--- src/rtl/sercopy_pkg.sv ---
package sercopy_pkg;

  // Per-cycle action taken by a shift register.
  typedef enum logic [1:0] {
    OP_HOLD  = 2'd0,
    OP_LOAD  = 2'd1,
    OP_SHIFT = 2'd2
  } reg_op_e;

endpackage

--- src/rtl/sercopy_shreg.sv ---
module sercopy_shreg
  import sercopy_pkg::*;
#(
  parameter int WIDTH = 8
) (
  input  logic             clk,
  input  logic             clr_n,
  input  reg_op_e          op,
  input  logic [WIDTH-1:0] load_val,
  input  logic             ser_in,
  output logic [WIDTH-1:0] q,
  output logic             ser_out
);

  // The new bit enters at the left end and every bit moves one place right.
  function automatic logic [WIDTH-1:0] enter_left(input logic [WIDTH-1:0] v, input logic b);
    return {b, v[WIDTH-1:1]};
  endfunction

  always_ff @(posedge clk or negedge clr_n) begin
    if (!clr_n) begin
      q <= '0;
    end else begin
      case (op)
        OP_LOAD:  q <= load_val;
        OP_SHIFT: q <= enter_left(q, ser_in);
        default:  q <= q;
      endcase
    end
  end

  assign ser_out = q[0];

  // a register with no operation keeps its value
  a_r9_hold_stable: assert property (@(posedge clk) disable iff (!clr_n)
    op == OP_HOLD |=> $stable(q));

  // a shift puts the serial input at the top bit
  a_r4_shift_top: assert property (@(posedge clk) disable iff (!clr_n)
    op == OP_SHIFT |=> q[WIDTH-1] == $past(ser_in));

endmodule

--- src/rtl/sercopy_ctrl.sv ---
module sercopy_ctrl #(
  parameter int WIDTH = 8
) (
  input  logic clk,
  input  logic clr_n,
  input  logic start,
  input  logic any_load,
  output logic busy,
  output logic done,
  output logic shift_en,
  output logic last_shift,
  output logic start_accept
);

  localparam int CNT_W = (WIDTH > 1) ? $clog2(WIDTH) : 1;
  localparam logic [CNT_W-1:0] LAST_IDX = CNT_W'(WIDTH - 1);

  logic [CNT_W-1:0] cnt;

  assign start_accept = start && !busy && !any_load;
  assign shift_en     = busy;
  assign last_shift   = busy && (cnt == LAST_IDX);

  always_ff @(posedge clk or negedge clr_n) begin
    if (!clr_n) begin
      busy <= 1'b0;
      cnt  <= '0;
      done <= 1'b0;
    end else begin
      done <= last_shift;
      if (start_accept) begin
        busy <= 1'b1;
        cnt  <= '0;
      end else if (busy) begin
        if (last_shift) begin
          busy <= 1'b0;
          cnt  <= '0;
        end else begin
          cnt <= cnt + 1'b1;
        end
      end
    end
  end

  // an accepted start opens a window at shift index zero
  a_r2_start_opens: assert property (@(posedge clk) disable iff (!clr_n)
    start_accept |=> busy && cnt == '0);

  // the shift counter never passes the last bit index
  a_r2_cnt_range: assert property (@(posedge clk) disable iff (!clr_n)
    busy |-> cnt <= LAST_IDX);

  // the final shift is followed by done with busy low
  a_r5_done_after_last: assert property (@(posedge clk) disable iff (!clr_n)
    last_shift |=> done && !busy);

  // done never lasts two cycles
  a_r5_done_single: assert property (@(posedge clk) disable iff (!clr_n)
    done |=> !done);

  // a transfer in progress runs on whatever start does
  a_r6_busy_continues: assert property (@(posedge clk) disable iff (!clr_n)
    busy && !last_shift |=> busy && cnt == $past(cnt) + 1'b1);

  // a load in an idle cycle blocks a start
  a_r8_load_blocks_start: assert property (@(posedge clk) disable iff (!clr_n)
    !busy && any_load |=> !busy);

endmodule

--- src/rtl/sercopy_unit.sv ---
module sercopy_unit
  import sercopy_pkg::*;
#(
  parameter int WIDTH = 8
) (
  input  logic             clk,
  input  logic             clr_n,
  input  logic             start_i,
  input  logic             src_load_i,
  input  logic [WIDTH-1:0] src_val_i,
  input  logic             dst_load_i,
  input  logic [WIDTH-1:0] dst_val_i,
  output logic [WIDTH-1:0] src_q_o,
  output logic [WIDTH-1:0] dst_q_o,
  output logic             busy_o,
  output logic             done_o
);

  logic    shift_en;
  logic    last_shift;
  logic    start_accept;
  logic    any_load;
  logic    link_bit;
  logic    dst_drop;
  reg_op_e src_op;
  reg_op_e dst_op;

  assign any_load = src_load_i || dst_load_i;

  sercopy_ctrl #(.WIDTH(WIDTH)) u_ctrl (
    .clk          (clk),
    .clr_n        (clr_n),
    .start        (start_i),
    .any_load     (any_load),
    .busy         (busy_o),
    .done         (done_o),
    .shift_en     (shift_en),
    .last_shift   (last_shift),
    .start_accept (start_accept)
  );

  // Shifting wins. Loads are honoured only while idle.
  always_comb begin
    if (shift_en)        src_op = OP_SHIFT;
    else if (src_load_i) src_op = OP_LOAD;
    else                 src_op = OP_HOLD;
    if (shift_en)        dst_op = OP_SHIFT;
    else if (dst_load_i) dst_op = OP_LOAD;
    else                 dst_op = OP_HOLD;
  end

  // The source's serial output feeds its own input and the destination's input.
  sercopy_shreg #(.WIDTH(WIDTH)) u_src (
    .clk      (clk),
    .clr_n    (clr_n),
    .op       (src_op),
    .load_val (src_val_i),
    .ser_in   (link_bit),
    .q        (src_q_o),
    .ser_out  (link_bit)
  );

  sercopy_shreg #(.WIDTH(WIDTH)) u_dst (
    .clk      (clk),
    .clr_n    (clr_n),
    .op       (dst_op),
    .load_val (dst_val_i),
    .ser_in   (link_bit),
    .q        (dst_q_o),
    .ser_out  (dst_drop)
  );

  // both registers take the same bit that left the source
  a_r4_dst_gets_src_bit: assert property (@(posedge clk) disable iff (!clr_n)
    shift_en |=> dst_q_o[WIDTH-1] == $past(src_q_o[0]) &&
                 dst_q_o[WIDTH-2:0] == $past(dst_q_o[WIDTH-1:1]));

  // a source load during a transfer does not disturb the rotation
  a_r7_load_ignored_busy: assert property (@(posedge clk) disable iff (!clr_n)
    busy_o && src_load_i |=> src_q_o == {$past(src_q_o[0]), $past(src_q_o[WIDTH-1:1])});

  // an idle load writes the value presented
  a_r10_src_load: assert property (@(posedge clk) disable iff (!clr_n)
    !busy_o && src_load_i |=> src_q_o == $past(src_val_i));

endmodule

--- config.mk ---
export PLATFORM = sky130hd
export DESIGN_NAME = sercopy_unit
export DESIGN_NICKNAME = d
export VERILOG_FILES = /design/src/rtl/sercopy_pkg.sv /design/src/rtl/sercopy_shreg.sv /design/src/rtl/sercopy_ctrl.sv /design/src/rtl/sercopy_unit.sv
export SDC_FILE = /design/constraint.sdc
export NUM_CORES = 1
export LEC_CHECK = 0
export BUFFER_PORTS_ARGS = -buffer_cell sky130_fd_sc_hd__buf_2
export CELL_PAD_IN_SITES_DETAIL_PLACEMENT = 1
export CELL_PAD_IN_SITES_GLOBAL_PLACEMENT = 1
export CORE_ASPECT_RATIO = 0.75
export CORE_MARGIN = 5
export CORE_UTILIZATION = 30
export CTS_CLUSTER_SIZE = 28
export DETAILED_ROUTE_END_ITERATION = 12
export GPL_ROUTABILITY_DRIVEN = 1
export GPL_TIMING_DRIVEN = 0
export PLACE_DENSITY = 0.76
export RECOVER_POWER = 25
export SLEW_MARGIN = 20
export SYNTH_ARGS = -nofsm -noshare
export SYNTH_HDL_FRONTEND = slang
export SYNTH_HIERARCHICAL = 1
export SYNTH_SLANG_ARGS = --single-unit
--- constraint.sdc ---
create_clock -name clk -period 4.2 [get_ports clk]
set_input_delay 0.42 -clock clk [delete_from_list [all_inputs] [get_ports clk]]
set_output_delay 0.42 -clock clk [all_outputs]
set_load 0.05 [all_outputs]
==> run summary, run 1 <==
Post-route DRC violation count: 0
Max-cap violations: 0
Antenna Violating Nets Remaining: 0
Num Clock Sinks: 21
Via count: 838
Final slew viol count: 0
Global Route Usage Sum: 11.7%
Post-layout min period: 1.70 ns
Hold WC Path Type: input port to async pin
Startpoint types: flop
CTS clock-pin slew for the worst setup and hold paths: 0.08 ns
Area Overhead vs Synth: 26.9%
Setup Viol. Count Final: 0
Hold Vio Cnt, Final: 0
First-pass GRT wire length: 4390 microns
Peak Freq: 0.587 GHz
CP Capture Type: flop
Io pins: 39
Clock Root Buffer: clkbuf_8
Status: finished clean
Critical path required time: 4.34 ns
Post-CTS Setup Bufs: 0
Setup TNS: 0 ns
Minimum setup slack in the final design: 2.50 ns
Syn Area/Cell: 11.0 sq um
TritonCTS clock tree: yes
Worst Path Max Fanout: 10
Ant diodes: 0
Syn Inst Count: 96
Worst-Skew Late Latency: 0.26 ns
H-tree depth: 1
Final period util: 40.6%
Hold WS: 0.364 ns
GRT overflow: 0
Pin count of the biggest net entering global routing: 22
Nets: 164
Final WL: 2550 microns
Critical path type: flop to flop
CTS resizes: 0
Initial antenna violation count: 0
Yosys warns: 6
Initial DRC count: 21
Share of layout cells above drive strength 1: 37.0%
Clk buf depth: 2
Hold_buf cts: 0
Die H: 61.4 microns
Actual slew at the worst max-slew pin: 1.15 ns
Vias per cell: 4.71
Worst EP arrival: 1.84 ns
Num rows: 18
WL/cell: 14.3 microns
Unrepaired setup endpoints after global routing: no
Clock skew: 0.000911 ns
Die W: 78.6 microns
Pre-CTS WS: 2.50 ns
Initial DRT Pass Iterations: 2
Full die area: 0.00482 sq mm
HPWL after DPL: 2010 microns
Vias in the first global route: 935
Num CTS Buffers: 3
IO Port Bufs: 38
Post-Syn Area: 0.00106 sq mm
Net count after synthesis: 121
Routability cong.: 0.760
Slew HR: 23.3%
Core box area: 0.00333 sq mm
Initial Util: 31.7%
critical path, cell delays in order, from the launching register on:
cell,delay (ns)
dfrtp_1,0.46
buf_4,0.18
and2b_1,0.18
inv_1,0.04
ha_1,0.40
buf_6,0.19
nand2_1,0.06
o21ai_1,0.07
layout make-up:
type | count | area [sq um]
well taps | 40 | 50.0
repair buffers | 38 | 189
multi-input cells | 65 | 453
clock buffers | 4 | 45.0
inverters | 3 | 11.3
plain buffers | 7 | 67.6
fillers | 402 | 1990
flip-flops and latches | 21 | 526
placed cells by master (no fill, tap or decap), drive strengths merged, types with 2 or more instances in the layout:
| master | instances |
|---|---|
| nand2b | 2 |
| buf | 44 |
| and2b | 3 |
| inv | 3 |
| clkbuf | 5 |
| o21ai | 17 |
| nand2 | 16 |
| dfrtp | 21 |
| ha | 4 |
| mux2i | 16 |
| and2 | 2 |
worst paths after layout:
check	from	end	slack [ns]	cells past startpoint
min in group clk	src_val_i[7]	u_src/q[7]	0.43	3
min	clr_n	u_src/q[7]	0.36	1
max	u_ctrl/busy	u_src/q[5]	2.50	7
max reg2reg	u_ctrl/busy	u_src/q[5]	2.50	7
min reg2reg	u_ctrl/cnt[0]	u_ctrl/cnt[0]	0.50	1
max in group asynchronous	clr_n	u_dst/q[0]	3.15	1
state kept, by name, indices dropped and copies added, names as in the netlist:
name         flops
u_src/q          8
u_ctrl/cnt       3
u_dst/q          8
u_ctrl/done      1
u_ctrl/busy      1
stage by stage:
step | util, % | instances | cell area, sq um
5_1_grt | 40.2 | 178 | 1340
2_1_floorplan | - | 96 | 1060
6_report | 40.2 | 178 | 1340
3_3_place_gp | 38.9 | 174 | 1300
4_1_cts | 40.3 | 178 | 1340
3_5_place_dp | 38.9 | 174 | 1300
routing by layer:
| layer | wire [microns] | global-route usage (%) |
|---|---|---|
| met1 | 1240 | 14.7 |
| met2 | 1180 | 20.3 |
| met3 | 131 | 4.39 |
| met4 | 0 | 1.50 |
| met5 | 0 | 0 |
Power of run 1 is not shown: default switching activity piles up to over one toggle a cycle in this logic, so the estimate is an artifact.
==> run 2: changes to the inputs <==
Clock period 4.2 ns to 1.6 ns, I/O delays scaled along.
==> run 2 against run 1 <==
Worst hold slack worse by 0.19 ns. Highest routed layer is now met4. Flip-flop and latch count did not move. Critical path depth did not move. Global-route usage decreased by 0.52 points. Critical path type unchanged. Clock skew up 0.00059 ns. Utilization rose by 1.5 points. Die area stayed put. Sequential share of layout area is 1.3 points lower. Register-to-register slack got worse by 2.4 ns. Non-clock buffer count grew 2.
==> run summary, run 2 (synthesized netlist as in run 1, its figures left out) <==
CP top delay family: flip-flops
Worst hold path depth: 3
Final period util: 93.5% (+53 points)
Clk buf depth: 2 (unchanged)
Initial DRT Pass Iterations: 4 (+2)
Reg2reg end: u_src/q[4]
Worst Path Max Fanout: 10 (unchanged)
Area Overhead vs Synth: 31.5%
Worst EP arrival: 1.68 ns (-0.16 ns)
Num rows: 18 (unchanged)
Setup Viol. Count Final: 0 (unchanged)
Filler cells: 389 (-3.2%)
Most frequent CP cell: buf_6
Io pins: 39 (unchanged)
Core box area: 0.00333 sq mm (unchanged)
Multi-input gate area: 478 sq um (+5.5%)
H-tree depth: 1 (unchanged)
Initial antenna violation count: 0 (unchanged)
Fin area: 0.00139 sq mm (+3.6%)
Vias in the first global route: 911 (-2.6%)
Final slew viol count: 0 (unchanged)
R2R setup slack: 0.10 ns (-2.39 ns)
WL/cell: 14.5 microns (+1.3%)
Worst min-delay path endpoint: u_src/q[6]
Die W: 78.6 microns (unchanged)
Post-layout min period: 1.50 ns (-0.207 ns)
Status: finished clean
Actual slew at the worst max-slew pin: 0.546 ns (-0.604 ns)
Routability cong.: 0.762 (+0.28%)
First-pass GRT wire length: 4230 microns (-3.6%)
Die H: 61.4 microns (unchanged)
Buffers & Inverters on Critical Path: 3 (unchanged)
Hold WC Path Type: input port to flop
Share of layout cells above drive strength 1: 40.7% (+3.8 points)
Vias per cell: 4.75 (+0.89%)
Most frequent cells in the layout: buf_2 (37), dfrtp_1 (20), mux2i_1 (16), nand2_1 (16), o21ai_1 (16)
Num CTS Buffers: 3 (unchanged)
Slew HR: 63.6% (+40 points)
Placed inst area: 0.00133 sq mm (+2.3%)
Clock skew: 0.00150 ns (+0.000593 ns)
CP Depth: 7 (unchanged)
Pin count of the biggest net entering global routing: 22 (unchanged)
Critical path type: flop to flop
Regs by FF count: u_dst/q: 8 flops, u_src/q: 8 flops, u_ctrl/cnt: 3 flops
Critical path, cell by cell: buf_6 > and2b_1 > inv_1 > ha_4 > buf_6 > nand2_1 > o21ai_1
Nets: 166 (+1.2%)
GRT overflow: 0 (unchanged)
Num Clock Sinks: 21 (unchanged)
Critical path required time: 1.78 ns (-2.56 ns)
Post-route DRC violation count: 0 (unchanged)
Unrepaired setup endpoints after global routing: no
HPWL after DPL: 2080 microns (+3.8%)
Critical path origin: u_ctrl/busy
IO Port Bufs: 38 (unchanged)
Antenna Violating Nets Remaining: 0 (unchanged)
Reg2Reg Depth: 7 (unchanged)
Commonest non-fill, non-tap cell in the layout: buf_2
Hold Vio Cnt, Final: 0 (unchanged)
Peak Freq: 0.668 GHz (+14%)
Seq. cell area: 527 sq um (+0.24%)
Global Route Usage Sum: 11.2% (-0.52 points)
CP Capture Type: flop
Worst-Skew Late Latency: 0.26 ns (about the same)
TritonCTS clock tree: yes
Via count: 855 (+2.0%)
Worst path max stage delay: 0.42 ns (-0.04 ns)
Initial Util: 31.7% (unchanged)
Startpoint types: flop
CTS clock-pin slew for the worst setup and hold paths: 0.07 ns (about the same)
Final WL: 2610 microns (+2.5%)
Min-delay src: src_val_i[6]
Max-cap violations: 0 (unchanged)
Worst path slowest cell: dfrtp_2
CTS resizes: 0 (unchanged)
Full die area: 0.00482 sq mm (unchanged)
Worst r2r src: u_ctrl/busy
Initial DRC count: 9 (-57%)
Clock Root Buffer: clkbuf_8
Ant diodes: 0 (unchanged)
-- run 2: changes by cell type in the layout (fill, tap and decap cells not counted), sizes merged --
| cell | previous run | this run |
|---|---|---|
| buf | 44 | 45 |
| dlygate4sd3 | 0 | 1 |
-- run 2: metrics by stage --
stage / utilization, % / TNS [ns] / hold slack (ns) / cells / setup slack [ns]
5_1_grt: 41.7 / 0 / 0.181 / 180 / 0.00603
3_5_place_dp: 39.8 / 0 / 0.161 / 174 / 0.0286
4_1_cts: 41.5 / 0 / 0.172 / 179 / 0.00371
2_1_floorplan: - / -0.0166 / -0.136 / 96 / -0.00252
3_3_place_gp: 39.8 / 0 / 0.146 / 174 / 0.107
6_report: 41.7 / 0 / 0.176 / 180 / 0.103
-- run 2: how the worst max path moves through the flow --
stage and end:
2_1_floorplan u_dst/q[1], 3_3_place_gp u_dst/q[3], 3_5_place_dp u_src/q[5], 4_1_cts u_src/q[5]
5_1_grt u_src/q[5], 6_report u_src/q[4]
-- run 2: tightest hold or removal path: stages --
cell and delay (ns):
buf_2 0.08, mux2i_1 0.05, o21ai_1 0.11
-- run 2: area by class of cell --
type | instances | share of cell area [%]
buffer | 7 | 5.13
timing repair buffer | 40 | 14.9
clock buffer | 4 | 3.24
tap | 40 | 3.60
multi-input combinational | 65 | 34.4
sequential | 21 | 37.9
inverter | 3 | 0.810
-- run 2: timing repair --
action	in CTS	in global routing
hold buffers	1	0
setup buffers	0	1
hold endpoints to repair	21	0
setup endpoints to repair	0	16
-- run 2: metal layers --
layer | vias to the layer above | global-route usage [%] | part of all wire (%)
met5 | - | 0 | 0
li1 | 415 | - | -
met2 | 29 | 19.6 | 47
met4 | 0 | 1.50 | 0.23
met3 | 2 | 4.97 | 8.0
met1 | 409 | 13.4 | 45
Power of run 2 is left out for the same reason.
